--- src/rtl/issue_seq_pkg.sv ---
package issue_seq_pkg;

    typedef enum logic [1:0] {
        UNIT_MEM  = 2'd0,
        UNIT_INT  = 2'd1,
        UNIT_ANY  = 2'd2,
        UNIT_WIDE = 2'd3
    } unit_e;

    typedef enum logic [1:0] {
        FMT_PAR    = 2'd0,
        FMT_LFIRST = 2'd1,
        FMT_RFIRST = 2'd2,
        FMT_WIDE   = 2'd3
    } fmt_e;

    typedef enum logic [2:0] {
        ST_IDLE    = 3'd0,
        ST_SLOT1   = 3'd1,
        ST_COMMIT1 = 3'd2,
        ST_SLOT2   = 3'd3,
        ST_COMMIT2 = 3'd4,
        ST_DONE    = 3'd5
    } state_e;

endpackage

--- src/rtl/issue_seq_decode.sv ---
module issue_seq_decode
    import issue_seq_pkg::*;
#(
    parameter int HALF_W = 32
) (
    input  logic [2*HALF_W-1:0] word_i,
    output fmt_e                fmt_o,
    output logic [2*HALF_W-1:0] first_word_o,
    output unit_e               first_unit_o,
    output logic [HALF_W-1:0]   second_half_o
);
    localparam int WORD_W = 2 * HALF_W;

    logic [HALF_W-1:0] left_h;
    logic [HALF_W-1:0] right_h;

    assign left_h  = word_i[WORD_W-1:HALF_W];
    assign right_h = word_i[HALF_W-1:0];
    assign fmt_o   = fmt_e'({word_i[WORD_W-1], word_i[HALF_W-1]});

    always_comb begin
        first_word_o  = {{HALF_W{1'b0}}, left_h};
        first_unit_o  = UNIT_MEM;
        second_half_o = right_h;
        case (fmt_o)
            FMT_WIDE: begin
                first_word_o  = word_i;
                first_unit_o  = UNIT_WIDE;
                second_half_o = '0;
            end
            FMT_RFIRST: begin
                first_word_o  = {{HALF_W{1'b0}}, right_h};
                first_unit_o  = UNIT_INT;
                second_half_o = left_h;
            end
            default: begin
                first_word_o  = {{HALF_W{1'b0}}, left_h};
                first_unit_o  = UNIT_MEM;
                second_half_o = right_h;
            end
        endcase
    end

endmodule

--- src/rtl/issue_seq_merge.sv ---
module issue_seq_merge #(
    parameter int HALF_W = 32
) (
    input  logic              a_jump_i,
    input  logic [HALF_W-1:0] a_tgt_i,
    input  logic              b_jump_i,
    input  logic [HALF_W-1:0] b_tgt_i,
    output logic              valid_o,
    output logic [HALF_W-1:0] tgt_o,
    output logic              err_o
);
    always_comb begin
        valid_o = 1'b0;
        tgt_o   = '0;
        err_o   = 1'b0;
        case ({a_jump_i, b_jump_i})
            2'b10: begin
                valid_o = 1'b1;
                tgt_o   = a_tgt_i;
            end
            2'b01: begin
                valid_o = 1'b1;
                tgt_o   = b_tgt_i;
            end
            2'b11: err_o = 1'b1;
            default: ;
        endcase
    end

endmodule

--- src/rtl/issue_seq.sv ---
module issue_seq
    import issue_seq_pkg::*;
#(
    parameter int HALF_W = 32
) (
    input  logic                clk,
    input  logic                rst_n,
    input  logic                start_i,
    input  logic [2*HALF_W-1:0] word_i,
    output logic                idle_o,
    output logic                lane0_req_o,
    output logic [1:0]          lane0_unit_o,
    output logic [2*HALF_W-1:0] lane0_word_o,
    input  logic                lane0_done_i,
    input  logic                lane0_jump_i,
    input  logic [HALF_W-1:0]   lane0_target_i,
    input  logic                lane0_kill_i,
    input  logic                lane0_sysmv_i,
    output logic                lane1_req_o,
    output logic [HALF_W-1:0]   lane1_word_o,
    input  logic                lane1_done_i,
    input  logic                lane1_jump_i,
    input  logic [HALF_W-1:0]   lane1_target_i,
    output logic                commit_o,
    output logic                commit_sysmv_o,
    output logic                done_o,
    output logic                nia_valid_o,
    output logic [HALF_W-1:0]   nia_o,
    output logic                nia_err_o
);
    localparam int WORD_W = 2 * HALF_W;

    typedef struct packed {
        state_e            st;
        logic [WORD_W-1:0] word;
        logic              got0;
        logic              got1;
        logic              j0;
        logic [HALF_W-1:0] t0;
        logic              j1;
        logic [HALF_W-1:0] t1;
        logic              kill;
        logic              sysmv;
        logic              nia_v;
        logic [HALF_W-1:0] nia;
        logic              err;
    } regs_t;

    regs_t r_d, r_q;

    fmt_e              fmt;
    logic [WORD_W-1:0] first_word;
    unit_e             first_unit;
    logic [HALF_W-1:0] second_half;
    logic              mrg_valid;
    logic [HALF_W-1:0] mrg_tgt;
    logic              mrg_err;
    logic              take0;
    logic              take1;

    issue_seq_decode #(.HALF_W(HALF_W)) dec_i (
        .word_i        (r_q.word),
        .fmt_o         (fmt),
        .first_word_o  (first_word),
        .first_unit_o  (first_unit),
        .second_half_o (second_half)
    );

    issue_seq_merge #(.HALF_W(HALF_W)) mrg_i (
        .a_jump_i (r_q.j0),
        .a_tgt_i  (r_q.t0),
        .b_jump_i (r_q.j1),
        .b_tgt_i  (r_q.t1),
        .valid_o  (mrg_valid),
        .tgt_o    (mrg_tgt),
        .err_o    (mrg_err)
    );

    // Outputs are decoded from registered state only.
    assign idle_o       = (r_q.st == ST_IDLE);
    assign lane0_req_o  = ((r_q.st == ST_SLOT1) || (r_q.st == ST_SLOT2)) && !r_q.got0;
    assign lane0_unit_o = (r_q.st == ST_SLOT2) ? UNIT_ANY : first_unit;
    assign lane0_word_o = (r_q.st == ST_SLOT2) ? {{HALF_W{1'b0}}, second_half} : first_word;
    assign lane1_req_o  = (r_q.st == ST_SLOT1) && (fmt == FMT_PAR) && !r_q.got1;
    assign lane1_word_o = second_half;
    assign commit_o       = (r_q.st == ST_COMMIT1) || (r_q.st == ST_COMMIT2);
    assign commit_sysmv_o = commit_o && r_q.sysmv;
    assign done_o         = (r_q.st == ST_DONE);
    assign nia_valid_o    = done_o && r_q.nia_v;
    assign nia_o          = nia_valid_o ? r_q.nia : '0;
    assign nia_err_o      = done_o && r_q.err;

    assign take0 = lane0_req_o && lane0_done_i;
    assign take1 = lane1_req_o && lane1_done_i;

    always_comb begin
        r_d = r_q;

        if (take0) begin
            r_d.got0 = 1'b1;
            r_d.j0   = lane0_jump_i;
            r_d.t0   = lane0_target_i;
            if (lane0_kill_i)  r_d.kill  = 1'b1;
            if (lane0_sysmv_i) r_d.sysmv = 1'b1;
        end
        if (take1) begin
            r_d.got1 = 1'b1;
            r_d.j1   = lane1_jump_i;
            r_d.t1   = lane1_target_i;
        end

        case (r_q.st)
            ST_IDLE: begin
                if (start_i) begin
                    r_d.st    = ST_SLOT1;
                    r_d.word  = word_i;
                    r_d.got0  = 1'b0;
                    r_d.got1  = 1'b0;
                    r_d.j0    = 1'b0;
                    r_d.j1    = 1'b0;
                    r_d.kill  = 1'b0;
                    r_d.sysmv = 1'b0;
                    r_d.nia_v = 1'b0;
                    r_d.nia   = '0;
                    r_d.err   = 1'b0;
                end
            end
            ST_SLOT1: begin
                if (r_d.got0 && (r_d.got1 || (fmt != FMT_PAR)))
                    r_d.st = ST_COMMIT1;
            end
            ST_COMMIT1: begin
                r_d.st = ST_DONE;
                if (fmt == FMT_PAR) begin
                    r_d.nia_v = mrg_valid;
                    r_d.nia   = mrg_tgt;
                    r_d.err   = mrg_err;
                end else if (fmt == FMT_WIDE || r_q.j0 || r_q.kill) begin
                    r_d.nia_v = r_q.j0;
                    r_d.nia   = r_q.t0;
                end else begin
                    r_d.st   = ST_SLOT2;
                    r_d.got0 = 1'b0;
                end
            end
            ST_SLOT2: begin
                if (r_d.got0)
                    r_d.st = ST_COMMIT2;
            end
            ST_COMMIT2: begin
                r_d.st    = ST_DONE;
                r_d.nia_v = r_q.j0;
                r_d.nia   = r_q.t0;
            end
            ST_DONE: begin
                r_d.st    = ST_IDLE;
                r_d.kill  = 1'b0;
                r_d.sysmv = 1'b0;
            end
            default: r_d.st = ST_IDLE;
        endcase
    end

    always_ff @(posedge clk or negedge rst_n) begin
        if (!rst_n) begin
            r_q    <= '0;
            r_q.st <= ST_IDLE;
        end else begin
            r_q <= r_d;
        end
    end

endmodule

--- config.mk ---
export PLATFORM = sky130hd
export DESIGN_NAME = issue_seq
export DESIGN_NICKNAME = d
export VERILOG_FILES = /design/src/rtl/issue_seq_pkg.sv /design/src/rtl/issue_seq_decode.sv /design/src/rtl/issue_seq_merge.sv /design/src/rtl/issue_seq.sv
export SDC_FILE = /design/constraint.sdc
export NUM_CORES = 1
export LEC_CHECK = 0
export BUFFER_PORTS_ARGS = -buffer_cell sky130_fd_sc_hd__buf_2
export CORE_UTILIZATION = 40
export CTS_BUF_LIST = sky130_fd_sc_hd__clkbuf_2 sky130_fd_sc_hd__clkbuf_4 sky130_fd_sc_hd__clkbuf_8
export DETAILED_ROUTE_END_ITERATION = 7
export PLACE_DENSITY = 0.62
export SLEW_MARGIN = 20
export SYNTH_ARGS = -nofsm -noshare
export SYNTH_HDL_FRONTEND = slang
export SYNTH_SLANG_ARGS = --single-unit
--- constraint.sdc ---
create_clock -name clk -period 2.1 [get_ports clk]
set_input_delay 0.21 -clock clk [delete_from_list [all_inputs] [get_ports clk]]
set_output_delay 0.21 -clock clk [all_outputs]
set_load 0.02 [all_outputs]
## Yosys cells after proc, flatten, opt, wreduce, memory -nomap -nowiden

Cells that the tools add are included.

| storage, ports and cells | value |
|---|---|
| flip-flop bits (word level) | 171 |
| bits in latches | 0 |
| RAM bits | 0 |
| bits in read-only memories | 0 |
| input bits | 137 |
| output and inout port bits | 138 |
| logic and storage cells | 89 |
| memories kept | 0 |

| operators by class | value |
|---|---|
| add/sub/neg operators | 0 |
| multipliers | 0 |
| divide/modulo/power cells | 0 |
| order comparisons | 0 |
| equality and inequality tests | 15 |
| shifts and indexed selects | 0 |
| muxes and demuxes | 35 |
| bitwise logic cells | 0 |
| reductions and logical operators | 26 |

Operators with widths:

| cell | count |
|---|---|
| two-way mux 33 bit | 4 |
| one-hot mux 32 bit (2 select lines) | 2 |
| one-hot mux 64 bit (2 select lines) | 1 |
| one-hot mux 33 bit (3 select lines) | 1 |
| two-way mux 70 bit | 1 |
| two-way mux 64 bit | 1 |
| two-way mux 36 bit | 1 |
| two-way mux 32 bit | 1 |
| one-hot mux 3 bit (5 select lines) | 1 |
| two-way mux 3 bit | 4 |
| two-way mux 1 bit | 11 |
| logical AND 1 bit | 9 |
| AND reduction 3 bit | 3 |
| == test 2 bit, second input constant | 4 |
| one-hot mux 2 bit (2 select lines) | 2 |
| == test 3 x 2 -> 1 bit, second input constant | 2 |
| == test 3 bit, second input constant | 2 |
| two-way mux 2 bit | 3 |
| logical OR 1 bit | 5 |
| inequality test 2 x 1 -> 1 bit, second input constant | 2 |
| inequality test 2 bit, second input constant | 2 |
| one-hot mux 1 bit (2 select lines) | 2 |
| nonzero test 2 bit | 2 |
| == test 3 x 1 -> 1 bit, second input constant | 1 |
| other kinds (8) | 9 |

## Depth between registers and ports, before layout

| logic depth | value |
|---|---|
| depth after elaboration | 9 |
| gate-level depth with buffers | 9 |
| gate-level depth less buffers | 6 |

## Cells and area by module

A second synthesis with hierarchy kept.

| second synthesis, totals | value |
|---|---|
| cell total of the unflattened synthesis | 824 |
| area, all modules | 9761.9 um^2 |

Modules (own cells, without submodules):

| module | instances | cells an instance | area each (um^2) | sequential area each (um^2) |
|---|---|---|---|---|
| issue_seq | 1 | 561 | 7941.4 | 4279.1 |
| issue_seq_decode | 1 | 183 | 1343.8 | 0.0 |
| issue_seq_merge | 1 | 80 | 476.7 | 0.0 |

## Worst setup path before layout

No wires, ideal clock.

| timing path | value |
|---|---|
| kind | register to register |
| start | reg r_q[170] in the netlist's numbering |
| end | reg r_q[113] in the netlist's numbering |
| setup time | 128 ps |
| arrival time | 1929 ps |
| data required time | 1972 ps |
| slack | 43 ps |
| cell stages (with the launch flop) | 7 |
| buffers on the path | 3 |
| period minus slack after synthesis | 2057 ps |
| cells stage by stage | dfrtp_1 > buf_2 > nor3_1 > and2_1 > buf_2 > buf_2 > mux2_1 |

| on the way | value |
|---|---|
| cells in the longest elaborated chain, start to end | 2 |

RTL lines:

| item | RTL line | text |
|---|---|---|
| start, declared | issue_seq.sv:49 | `regs_t r_d, r_q;` |
| start signal, assigned | issue_seq.sv:169 | `r_q <= r_d;` |
| zero test 3 bit | - |  |
| via idle_o | issue_seq.sv:10 | `output logic idle_o,` |
| AND reduction 2 bit (no source line) | - |  |

The timed path passes the listed nets, and every way through them passes these cells.
A chain may end at the register's enable or synchronous reset.

## Final worst setup path

| timing path | value |
|---|---|
| start | reg r_q[167] in the netlist's numbering |
| end | out lane1_word_o[12] |

| on the way | value |
|---|---|
| cells in the longest elaborated chain, start to end | 2 |
| elaborated cells on any way between the ends | 3 |
| those cells by class | 2 x eq/ne; 1 x mux |

RTL lines:

| item | RTL line | text |
|---|---|---|
| == test 2 bit | issue_seq_decode.sv:25 | `case (fmt_o)` |
| one-hot mux 32 bit (2 select lines) * | issue_seq_decode.sv:25 |  |
| end, declared | issue_seq.sv:20 | `output logic [HALF_W-1:0] lane1_word_o,` |

Mark *: on every way between the ends. The rest lies on a longest branch, timed or not.

==> reports/metrics.cfg <==
[outcome]
outcome=finished, violations left
violations=negative setup slack

[cts]
cts_buffer_depth=2
cts_tree=built
numCtsBuffers=17
clk_latency_ps=470
cts.sinks=171
h-tree-depth=4
clk_pin_slew_worst_paths_ps=100
root_buffer=clkbuf_8

[min_path]
hp-start=start_i
hold_path_depth=3
hold_path.class=input port to flop
timing.hold.worst_endpoint=r_q[103]$_DFF_PN0_

[worst_setup_path]
worst_setup_path_start_kind=flop
ff2ff_setup_slack_ps=110
cp_data_required_time_ps=1890
worstSetupEndpointType=output pin
rr_endpoint=r_q[126]$_DFFE_PN0P_
r2r-start=r_q[170]$_DFFE_PN0P_
cp_max_fo=10
r2r_cells=6
cp.arrival_ps=2120
worstSetupPathType=flop to output pin
crit_path_start=r_q[167]$_DFFE_PN0P_

[detailed_routing]
drc=0
drt_iter0_drc=624
routed_via_density=5.511
via_count=8901
wirelength_um=31950
wl_per_cell_um=19.78
ant_nets=0
drt_pass1_iterations=5

[place]
io_buffers=274
dpl.hpwl_um=18500
gp_congestion=0.8791
post-place-ws_ps=232.1

[yosys]
synth_top_area_frac=0.4775
syn_area_mm2=0.008961
synthAdderAreaFrac=0.008378
syn_area_per_cell_um2=9.935
synth.area.top_cells=dfrtp_1, mux2_1, nand2_1
synth_compound_area_frac=0.1597
synthSimpleGateAreaFrac=0.1495
synth_edf_count=0
yosys_warnings=0
netlist_instances=902
synth-main-ff-cell=dfrtp_1
synth_top_family_by_area=multiplexers
yosys-top-cells-count=nand2_1, dfrtp_1, mux2_1, a21oi_1, clkbuf_1
synthMuxAreaShare=0.1618
yosysSeqAreaShare=0.4775
yosysMostFrequentCell=nand2_1
async_flop_share=1.000
ys_seq_elements=171
synth-xor-area-share=0
synth.distinct_cells=41
synth_fp_nets=1045
yosys.area.top_type=dfrtp_1

[grt]
grt_pass1_vias=8369
grt_max_degree=65
grt_usage=0.2464
grt_pass1_wl_um=43690
antenna_found_initial=0
grt_remaining_overflow=0

[final_layout]
largest_register=r_q
synthToLayoutAreaGrowth_pct=58.03
reg_top3=r_q (171)
drive_above_1_share=0.3640
largest_reg_flops=171
final_util=0.6469
layout.nets=1465
n_antenna_cell=0

[floorplan]
core_mm2=0.02189
rows=54
die_area_mm2=0.02301
initial_core_util=0.4094
die_height_um=151.7
pin_count=275
die_x_um=151.7

[timing]
finClkSkew_ps=21.57
setup_violations=96
period_needed_ps=2330
worst_slew_pin_slew_ps=466.1
max_freq_ghz=0.4292
timing.final.ws_setup_ps=-229.8
finalMaxSlewViolations=0
slew_headroom=0.6893
fin_crit_sh=1.109
rsz0062_at_grt=yes
hold_viol_final=0

[power]
p_leak_nw=6.616
p_per_area_mw_per_mm2=1598
ir_drop_mv=0.6787
total_power_mw=22.63

[flow_run]
maxCapViolations=0

-- worst max-delay path: stages (launching register included) --
cell and delay [ps]:
dfrtp_2 460, ha_4 200, buf_6 130, nor2_4 280, buf_6 160, buf_16 130, a22o_1 170, buf_6 130
-- logic make-up (layout without fill, tap and decap cells) --
kind of cell / after synthesis / count (layout)
AND/OR/NAND/NOR: 290 / 290
AO/OA/AOI/OAI: 216 / 216
adder cells (fa/ha/maj): 6 / 6
buffers and inverters: 90 / 523
multiplexers: 129 / 129
flip-flops: 171 / 171
-- cell type report --
| type | count | area (um2) |
|---|---|---|
| timing repair buffer | 481 | 4417 |
| clock inverter | 15 | 190.2 |
| tap | 280 | 350.3 |
| multi-input combinational | 641 | 4649 |
| inverter | 10 | 37.54 |
| clock buffer | 17 | 234.0 |
| fill | 1677 | 7730 |
| sequential | 171 | 4283 |
-- cell usage in the layout, fill, tap and decap left out, types with 20 or more instances in the layout --
master / count
dfrtp_1: 168
buf_6: 114
a31oi_1: 33
o21ai_1: 25
mux2_1: 117
a21oi_1: 50
and2_4: 32
buf_4: 40
dlygate4sd3_1: 133
buf_2: 162
a21oi_2: 20
a22o_1: 32
a221o_1: 32
nand2_1: 187
-- worst max path at each step --
stage	end	slack, ps	cells past startpoint
after floorplan	r_q[113]$_DFFE_PN0P_	40	6
after global placement	lane0_word_o[0]	220	5
after detailed placement	lane0_word_o[23]	230	5
after CTS	lane0_word_o[23]	-220	7
after global routing	lane0_word_o[28]	-310	7
final	lane1_word_o[12]	-230	7
-- where the power goes --
group / internal [mW] / switching (mW)
logic: 6.73 / 7.01
clock network: 0.928 / 1.52
registers: 4.97 / 1.48
total: 12.6 / 10.0
-- routing by layer --
metal	global-route usage	part of all wire
met2	0.4164	0.49
met1	0.3019	0.39
met5	0	0
met4	0.1040	0.034
met3	0.05479	0.081
-- through the flow --
| step | hold slack, ps | area, um2 | setup TNS (ps) | cells |
|---|---|---|---|---|
| detailed placement | 178.9 | 10860 | 0 | 1422 |
| global placement | 182.0 | 10860 | 0 | 1422 |
| global route | 95.58 | 14160 | -20440 | 1615 |
| floorplan | -85.59 | 8961 | 0 | 902 |
| finish | 125.3 | 14160 | -11490 | 1615 |
| CTS | 82.69 | 13000 | -8868 | 1591 |
-- timing repair --
item                                    in CTS  in global routing
gates resized for setup                     97                247
hold endpoints to repair                   176                  0
pin swaps                                    2                 61
cloned                                       2                 13
hold buffers                               133                  0
endpoints found under the setup margin     111                127
setup buffers                                2                 12
Power figures use the tool's default switching activity.
